<file path="src/rtl/tri_pwm_pkg.sv">
package tri_pwm_pkg;

  // Strobes passed from the carrier control to the duty datapath each cycle.
  typedef struct packed {
    logic load;      // channel start: load duty, carrier at bottom
    logic reload;    // carrier bottom reached on a falling step
    logic stepUp;    // carrier rises this cycle (tracker falls)
    logic stepDown;  // carrier falls this cycle (tracker rises)
  } strobe_t;

endpackage

</file>
<file path="src/rtl/tri_pwm_carrier_ctrl.sv">
module tri_pwm_carrier_ctrl
  import tri_pwm_pkg::*;
#(
  parameter int WIDTH = 16
) (
  input  logic             clk,
  input  logic             rst,
  input  logic             runEn,
  input  logic             start,
  input  logic [WIDTH-1:0] periodIn,
  output strobe_t          strobes,
  output logic             periodPulse,
  output logic             dirDown
);

  localparam logic [WIDTH-1:0] ONE  = WIDTH'(1);
  localparam logic [WIDTH-1:0] ZERO = '0;

  logic             active;
  logic [WIDTH-1:0] carrierCnt;
  logic [WIDTH-1:0] periodReg;
  logic [WIDTH-1:0] periodSafe;
  logic [WIDTH-1:0] carrierInc;

  assign periodSafe = (periodIn == ZERO) ? ONE : periodIn;
  assign carrierInc = carrierCnt + ONE;

  always_comb begin
    strobes          = '0;
    strobes.load     = start && runEn && !active;
    strobes.stepUp   = active && runEn && !dirDown;
    strobes.stepDown = active && runEn && dirDown;
    strobes.reload   = active && runEn && dirDown && (carrierCnt == ONE);
  end

  always_ff @(posedge clk) begin
    if (rst) begin
      active      <= 1'b0;
      carrierCnt  <= ZERO;
      periodReg   <= ZERO;
      periodPulse <= 1'b0;
      dirDown     <= 1'b0;
    end else begin
      periodPulse <= 1'b0;
      if (!runEn) begin
        active <= 1'b0;
      end else if (strobes.load) begin
        active     <= 1'b1;
        carrierCnt <= ZERO;
        dirDown    <= 1'b0;
        periodReg  <= periodSafe;
      end else if (strobes.stepUp) begin
        carrierCnt <= carrierInc;
        if (carrierInc >= periodReg) begin
          dirDown <= 1'b1;
        end
      end else if (strobes.stepDown) begin
        carrierCnt <= carrierCnt - ONE;
        if (strobes.reload) begin
          dirDown     <= 1'b0;
          periodPulse <= 1'b1;
          periodReg   <= periodSafe;
        end
      end
    end
  end

endmodule

</file>
<file path="src/rtl/tri_pwm_duty_path.sv">
module tri_pwm_duty_path
  import tri_pwm_pkg::*;
#(
  parameter int WIDTH = 16
) (
  input  logic             clk,
  input  logic             rst,
  input  strobe_t          strobes,
  input  logic [WIDTH-1:0] dutyIn,
  output logic             dutyPulse,
  output logic             slopeDown
);

  localparam logic [WIDTH-1:0] ONE = WIDTH'(1);

  logic [WIDTH-1:0] trackCnt;
  logic [WIDTH-1:0] trackNext;
  logic             moved;
  logic             hitOne;

  always_comb begin
    trackNext = trackCnt;
    moved     = 1'b0;
    if (strobes.load || strobes.reload) begin
      trackNext = dutyIn;
      moved     = 1'b1;
    end else if (strobes.stepUp) begin
      trackNext = trackCnt - ONE;
      moved     = 1'b1;
    end else if (strobes.stepDown) begin
      trackNext = trackCnt + ONE;
      moved     = 1'b1;
    end
  end

  assign hitOne = moved && (trackNext == ONE);

  always_ff @(posedge clk) begin
    if (rst) begin
      trackCnt  <= '0;
      dutyPulse <= 1'b0;
      slopeDown <= 1'b0;
    end else begin
      trackCnt  <= trackNext;
      dutyPulse <= hitOne;
      if (hitOne) begin
        slopeDown <= strobes.stepDown;
      end
    end
  end

endmodule

</file>
<file path="src/rtl/tri_pwm_duty.sv">
module tri_pwm_duty
  import tri_pwm_pkg::*;
#(
  parameter int WIDTH = 16
) (
  input  logic             clk,
  input  logic             rst,
  input  logic             runEn,
  input  logic             start,
  input  logic [WIDTH-1:0] periodIn,
  input  logic [WIDTH-1:0] dutyIn,
  output logic             dutyPulse,
  output logic             slopeDown,
  output logic             periodPulse,
  output logic             dirDown
);

  strobe_t strobes;

  tri_pwm_carrier_ctrl #(.WIDTH(WIDTH)) u_ctrl (
    .clk        (clk),
    .rst        (rst),
    .runEn      (runEn),
    .start      (start),
    .periodIn   (periodIn),
    .strobes    (strobes),
    .periodPulse(periodPulse),
    .dirDown    (dirDown)
  );

  tri_pwm_duty_path #(.WIDTH(WIDTH)) u_path (
    .clk      (clk),
    .rst      (rst),
    .strobes  (strobes),
    .dutyIn   (dutyIn),
    .dutyPulse(dutyPulse),
    .slopeDown(slopeDown)
  );

endmodule

</file>
<file path="config.mk">
export PLATFORM = sky130hd
export DESIGN_NAME = tri_pwm_duty
export DESIGN_NICKNAME = d
export VERILOG_FILES = /design/src/rtl/tri_pwm_pkg.sv /design/src/rtl/tri_pwm_carrier_ctrl.sv /design/src/rtl/tri_pwm_duty_path.sv /design/src/rtl/tri_pwm_duty.sv
export SDC_FILE = /design/constraint.sdc
export NUM_CORES = 1
export LEC_CHECK = 0
export BUFFER_PORTS_ARGS = -buffer_cell sky130_fd_sc_hd__clkbuf_2
export CAP_MARGIN = 20
export CORE_MARGIN = 1.5
export CORE_UTILIZATION = 50
export CTS_CLUSTER_DIAMETER = 50
export DETAILED_ROUTE_END_ITERATION = 10
export PLACE_DENSITY = 0.72
export SYNTH_ARGS = -nofsm -noshare
export SYNTH_HDL_FRONTEND = slang
export SYNTH_SLANG_ARGS = --single-unit
</file>
<file path="constraint.sdc">
create_clock -name clk -period 4 [get_ports clk]
set_clock_uncertainty 0.05 [all_clocks]
set_input_delay 0.2 -clock clk [delete_from_list [all_inputs] [get_ports clk]]
set_output_delay 0.2 -clock clk [all_outputs]
set_load 0.005 [all_outputs]
</file>
-- Word level (Yosys, flattened, before mapping)
Index checks and enable logic that the tools add are counted.
- $add $sub $neg: 4
- magnitude comparators: 1
- equality and inequality tests: 4
- multiplexer cells: 20
- bitwise logic cells: 2
- reduce and logical (&&, ||, !) cells: 20
- operator list (operator ; number):
    16-bit 2-to-1 mux ; 11
    16-bit by 1-bit adder with 16-bit output (second input constant) ; 2
    16-bit by 1-bit == test with 1-bit output (second input constant) ; 2
    16-bit by 1-bit subtractor with 16-bit output (second input constant) ; 2
    16-bit greater-or-equal comparator ; 1
    16-bit logical NOT ; 1
    1-bit 2-to-1 mux ; 9
    4-bit AND reduction ; 2
    1-bit logical AND ; 7
    3-bit nonzero test ; 2
    5-bit OR reduction ; 1
    2-bit nonzero test ; 2
    3-bit by 1-bit inequality test with 1-bit output (second input constant) ; 1
    1-bit logical NOT ; 2
    2-bit by 1-bit inequality test with 1-bit output (second input constant) ; 1
    1-bit inverter ; 2
    2-bit AND reduction ; 1
    2-bit OR reduction ; 1
    1-bit logical OR ; 1
- flip-flop bits (word level): 53
- bits of input ports: 36
- word-level logic and storage cells: 59

-- Longest topological paths before layout
- depth after elaboration: 7
- mapped depth: 14

-- Modules after synthesis
A second synthesis with hierarchy kept.
- cells, all modules: 513
- area, all modules: 4060.1 um2
- modules (own cells, without submodules) (module ; instances ; cells an instance ; area each (um2) ; sequential area each (um2)):
    tri_pwm_carrier_ctrl ; 1 ; 323 ; 2612.5 ; 700.7
    tri_pwm_duty_path ; 1 ; 190 ; 1447.6 ; 360.3

-- Least setup slack after synthesis
OpenSTA, ideal clock, no wires.
- path type: register to register
- start point: register u_ctrl.carrierCnt[2]
- end point: register u_ctrl.dirDown
- setup time: 0.116 ns
- data arrival time: 2.616 ns
- path slack: 1.218 ns
- stages on the path, launching flop included: 14
- period minus slack after synthesis: 2.782 ns
- path through: dfxtp_1 -> clkbuf_1 -> and3_1 -> and3_1 -> nand3_1 -> or2_2 -> xnor2_1 -> ha_1 -> a21o_1 -> a21oi_1 -> nor2b_1 -> o21ai_0 -> o21ai_0 -> a31o_2
- longest elaborated chain between the ends: 4
- elaborated cells on any way between the ends: 7
- ends and longest elaborated chain (item ; RTL line ; RTL):
    start: declaration ; tri_pwm_carrier_ctrl.sv:20 ; logic [WIDTH-1:0] carrierCnt;
    start signal: assignment ; tri_pwm_carrier_ctrl.sv:53 ; carrierCnt <= carrierInc;
    start signal: assignment ; tri_pwm_carrier_ctrl.sv:58 ; carrierCnt <= carrierCnt - ONE;
    16-bit by 1-bit adder with 16-bit output or 16-bit by 1-bit == test with 1-bit output (tied branches) ; tri_pwm_carrier_ctrl.sv:26, tri_pwm_carrier_ctrl.sv:33 ;
    16-bit greater-or-equal comparator or 1-bit logical AND (tied branches) ; tri_pwm_carrier_ctrl.sv:54, tri_pwm_carrier_ctrl.sv:33 ;
    3-bit by 1-bit inequality test with 1-bit output (no source line) or 3-bit nonzero test (tied branches) ; -- ;
    4-bit AND reduction (no source line) (*) ; -- ;
    end signal: assignment ; tri_pwm_carrier_ctrl.sv:50 ; dirDown <= 1'b0;
    end signal: assignment ; tri_pwm_carrier_ctrl.sv:55 ; dirDown <= 1'b1;
    end signal: assignment ; tri_pwm_carrier_ctrl.sv:60 ; dirDown <= 1'b0;
    end: declaration ; tri_pwm_carrier_ctrl.sv:13 ; output logic dirDown
Every way passes the cells marked *; elsewhere a longest branch is shown, timed or not.
A chain may end at the register's enable or synchronous reset.

-- Worst setup path in the final report
- start point: register u_ctrl.dirDown
- end point: register u_path.slopeDown
- longest elaborated chain between the ends: 6
- elaborated cells on any way between the ends: 13
- ends and longest elaborated chain (item ; RTL line ; RTL):
    start signal: assignment ; tri_pwm_carrier_ctrl.sv:42 ; dirDown <= 1'b0;
    start signal: assignment ; tri_pwm_carrier_ctrl.sv:50 ;
    start signal: assignment ; tri_pwm_carrier_ctrl.sv:55 ;
    1-bit logical AND or 1-bit logical NOT (tied branches) ; tri_pwm_carrier_ctrl.sv:32, tri_pwm_carrier_ctrl.sv:33, tri_pwm_carrier_ctrl.sv:31 ;
    16-bit 2-to-1 mux, or another cell as far along ; tri_pwm_duty_path.sv:30 ; end else if (strobes.stepDown) begin
    16-bit 2-to-1 mux or 1-bit logical OR (tied branches) ; tri_pwm_duty_path.sv:27, tri_pwm_duty_path.sv:24 ;
    16-bit 2-to-1 mux ; tri_pwm_duty_path.sv:24 ; if (strobes.load || strobes.reload) begin
    16-bit by 1-bit == test with 1-bit output ; tri_pwm_duty_path.sv:36 ; assign hitOne = moved && (trackNext == ONE);
    1-bit logical AND ; tri_pwm_duty_path.sv:36 ;
    end signal: assignment ; tri_pwm_duty_path.sv:47 ; slopeDown <= strobes.stepDown;
    end: declaration ; tri_pwm_duty_path.sv:11 ; output logic slopeDown
Several ways; a longest one is shown, not always the timed one.

==> flow_summary.json <==
{
  "run_status": "complete, no violations",
  "number_of_input_and_output_port_buffers_inserted": 39,
  "avgViaCountPerCell": 5.84,
  "power.share.switching": 0.298,
  "timing.critical_path.slowest_stage_cell": "sky130_fd_sc_hd__or4b_2",
  "dp_cells": 609,
  "fp-row-count": 31,
  "cts_hold_buf": 0,
  "yosysWarnings": 0,
  "placed_cell_area_sq_um": 3990,
  "critPathLaunchType": "register",
  "setup-violations-final": 0,
  "synth.largest_area_cell": "sky130_fd_sc_hd__dfxtp_1",
  "sequential_share_of_power": 0.517,
  "netlist-cell-type-count": 59,
  "hold_violations": 0,
  "die_h_um": 89.5,
  "clkSlewWorstSetupHoldPaths_ns": 0.10,
  "timing.critical_path.arrival_ns": 3.43,
  "design.final.nets": 574,
  "drt_pass1_iterations": 5,
  "power.ir.vdd_worst_mv": 0.146,
  "finalWirelength_um": 9450,
  "grt_start_max_net_pins": 34,
  "ctsLongestPathBuffers": 2,
  "critical_path.endpoint_type": "register",
  "layout-area-overhead-vs-synth_pct": 9.29,
  "min-delay-path-class": "input pin to register",
  "path_delay_family": "simple AND/OR/NAND/NOR gates",
  "instances_no_fill": 617,
  "postSynthNetCount": 554,
  "max_freq_mhz": 310,
  "total_design_power_mw": 1.11,
  "total_leakage_power_nw": 1.56,
  "worstMarginPinSlew_ns": 1.01,
  "clock_power_share": 0.304,
  "num_antenna_cells": 0,
  "max-slew-margin-rel": 0.328,
  "die_x_um": 89.5,
  "clock_sinks": 53,
  "number_of_buffers_added_by_the_clock_tree_synthesis_step": 5,
  "syn-instance-count": 497,
  "power_frac_comb": 0.179,
  "power.density_nw_per_um2": 272,
  "synth_top_cell_area_share": 0.283,
  "post_route_cells_drive_above_1_share": 0.135,
  "hold_wc_startpoint": "periodIn[8]",
  "holdWs_ns": 0.0664,
  "cell_internal_power_uw": 781,
  "cp_num_buf_inv": 1,
  "drtAntennaViolNets": 0,
  "ctsHtreeMaxLevel": 2,
  "worst-endpoint-required_ns": 4.20,
  "post-route-drc-count": 0,
  "minimum_setup_slack_in_the_final_design_ns": 0.774,
  "post-place-ws_ns": 0.811,
  "antenna_found_initial": 0,
  "vias": 3604,
  "first_pass_grt_wire_length_um": 15800,
  "crit_path_cell_trace": "buf_4 > or4b_2 > a21oi_1 > xnor2_1 > nand4_1 > o31ai_1 > nand4_1 > or4_1 > a21oi_1",
  "seq_area_frac_synth": 0.283,
  "coreArea_sq_um": 7250,
  "start_util": 0.516,
  "drv_slew": 0,
  "rsz_0062_raised_after_global_routing": "no",
  "timing.critical_path.from": "u_ctrl.dirDown",
  "finish.utilization": 0.564,
  "track_usage": 0.253,
  "detailed_route_iter0_violations": 177,
  "crit_type": "register to register",
  "yosys-top-cells-area": "sky130_fd_sc_hd__dfxtp_1 28%, sky130_fd_sc_hd__ha_1 7.0%, sky130_fd_sc_hd__nand2_1 6.3%",
  "dp_hpwl_um": 6930,
  "min_period_ns": 3.23,
  "globalRoute.totalOverflow": 0,
  "critical_path_peak_fanout": 33,
  "synthesis.area_sq_um": 3740,
  "synth.ff_latch_count": 53,
  "synth-edff-count": 0,
  "synthesized_area_divided_by_synthesized_cell_count_sq_um": 7.53,
  "worst_r2r_startpoint": "u_ctrl.dirDown",
  "post_cts.repair.setup_buffers": 0,
  "max_cap_viol_count": 0,
  "synthArstFlopShare": 0,
  "power.switching_uw": 332,
  "grt_pass1_vias": 3346,
  "design.die.area_sq_um": 8020,
  "final_layout_setup_total_negative_slack_ns": 0,
  "ioPinCount": 40,
  "synth_ff_type": "sky130_fd_sc_hd__dfxtp_1",
  "clk-insertion-delay-late_ns": 0.31,
  "final_area_sq_um": 4090,
  "gpl.final_weighted_congestion": 0.918,
  "clockRootBuffer": "sky130_fd_sc_hd__clkbuf_8",
  "wire_per_inst_um": 15.3,
  "timing.final.crit_share": 0.806,
  "critPathMaxStageDelay_ns": 0.70,
  "post_cts_resized": 0,
  "cts_tree": "built"
}
## final cells by class
type / count / area (sq um)
Fill cell: 729 / 3160
Multi-Input combinational cell: 387 / 2460
Sequential cell: 53 / 1060
Timing Repair Buffer: 48 / 263
Tap cell: 99 / 124
Clock buffer: 6 / 82.6
Inverter: 22 / 82.6
Clock inverter: 2 / 17.5
## synthesized netlist by cell type (3+ instances only)
| cell type | n |
|---|---|
| sky130_fd_sc_hd__a211oi_1 | 6 |
| sky130_fd_sc_hd__a21o_1 | 6 |
| sky130_fd_sc_hd__a21oi_1 | 39 |
| sky130_fd_sc_hd__a22oi_1 | 4 |
| sky130_fd_sc_hd__a311oi_1 | 3 |
| sky130_fd_sc_hd__a31oi_1 | 4 |
| sky130_fd_sc_hd__and3_1 | 6 |
| sky130_fd_sc_hd__buf_1 | 5 |
| sky130_fd_sc_hd__buf_2 | 6 |
| sky130_fd_sc_hd__clkbuf_1 | 21 |
| sky130_fd_sc_hd__dfxtp_1 | 53 |
| sky130_fd_sc_hd__ha_1 | 21 |
| sky130_fd_sc_hd__inv_1 | 22 |
| sky130_fd_sc_hd__mux2i_1 | 11 |
| sky130_fd_sc_hd__nand2_1 | 63 |
| sky130_fd_sc_hd__nand2b_1 | 4 |
| sky130_fd_sc_hd__nand3_1 | 16 |
| sky130_fd_sc_hd__nand3b_1 | 3 |
| sky130_fd_sc_hd__nand4_1 | 11 |
| sky130_fd_sc_hd__nor2_1 | 48 |
| sky130_fd_sc_hd__nor2b_1 | 5 |
| sky130_fd_sc_hd__nor3_1 | 13 |
| sky130_fd_sc_hd__nor4_1 | 11 |
| sky130_fd_sc_hd__o211ai_1 | 6 |
| sky130_fd_sc_hd__o21ai_0 | 20 |
| sky130_fd_sc_hd__o31ai_1 | 3 |
| sky130_fd_sc_hd__or2_2 | 3 |
| sky130_fd_sc_hd__or3_1 | 7 |
| sky130_fd_sc_hd__or4_1 | 5 |
| sky130_fd_sc_hd__xnor2_1 | 26 |
| sky130_fd_sc_hd__xor2_1 | 9 |
## cells by family after synthesis
kind of cell | share of synthesized area
xor+xnor | 0.0819
compound gates | 0.180
flops | 0.283
buf+inv | 0.0632
simple gates | 0.289
mux | 0.0324
fa+ha+maj | 0.0702
## worst register-to-register path: stages, from the launching register on
cell and delay (ns):
sky130_fd_sc_hd__dfxtp_1 0.39, sky130_fd_sc_hd__buf_4 0.28, sky130_fd_sc_hd__or4b_2 0.71, sky130_fd_sc_hd__a21oi_1 0.17, sky130_fd_sc_hd__xnor2_1 0.16, sky130_fd_sc_hd__nand4_1 0.12, sky130_fd_sc_hd__o31ai_1 0.43, sky130_fd_sc_hd__nand4_1 0.20
sky130_fd_sc_hd__or4_1 0.53, sky130_fd_sc_hd__a21oi_1 0.13
## placed cells by master, fill, tap and decap left out, drive strengths merged, types with 2 or more instances in the layout
cell type  instances
clkbuf            45
nand2             63
or4                6
nor2b              5
or3                7
nor3b              2
inv               23
a211oi             6
xnor2             26
nor2              48
nand4b             2
and2               2
nor3              14
o32ai              2
o221ai             2
xor2               9
nor4              13
o21ai             22
o21a               2
ha                21
a31oi              4
nand3             17
nand2b             4
o31ai              3
and3               6
nand4             11
and3b              2
a21o               6
a22oi              4
a21oi             39
buf                9
o211ai             6
or2                3
mux2i             11
a31o               3
nand3b             3
dfxtp             53
a311oi             3
## path summary, 6_finish.rpt
check                                           end  slack [ns]  cells after the start
worst max-delay path               u_path.slopeDown        0.77                      9
worst min-delay path            u_ctrl.periodReg[8]        0.07                      3
worst max register to register     u_path.slopeDown        0.77                      9
worst min register to register  u_ctrl.periodReg[3]        0.41                      2
## sequential cells by signal, indices dropped and copies added, names as in the netlist
register            count
u_path.trackCnt        16
u_ctrl.active           1
u_path.slopeDown        1
u_path.dutyPulse        1
u_ctrl.dirDown          1
u_ctrl.periodReg       16
u_ctrl.periodPulse      1
u_ctrl.carrierCnt      16
## layer usage
layer / wire (um) / share of wire / vias to the layer above / GRT usage
li1: - / - / 1797 / -
met2: 4660 / 0.49 / 90 / 0.443
met4: 159 / 0.017 / 0 / 0.0769
met1: 4270 / 0.45 / 1703 / 0.325
met3: 360 / 0.038 / 14 / 0.0323
met5: 0 / 0 / - / 0
## power by group through the flow
stage	registers (mW)	logic (mW)	clock network [mW]
5_1_grt	0.579	0.223	0.369
3_5_place_dp	0.587	0.198	0
2_1_floorplan	0.573	0.151	0
6_report	0.575	0.199	0.339
3_3_place_gp	0.586	0.193	0
4_1_cts	0.575	0.199	0.351
(Power assumes the default switching activity.)
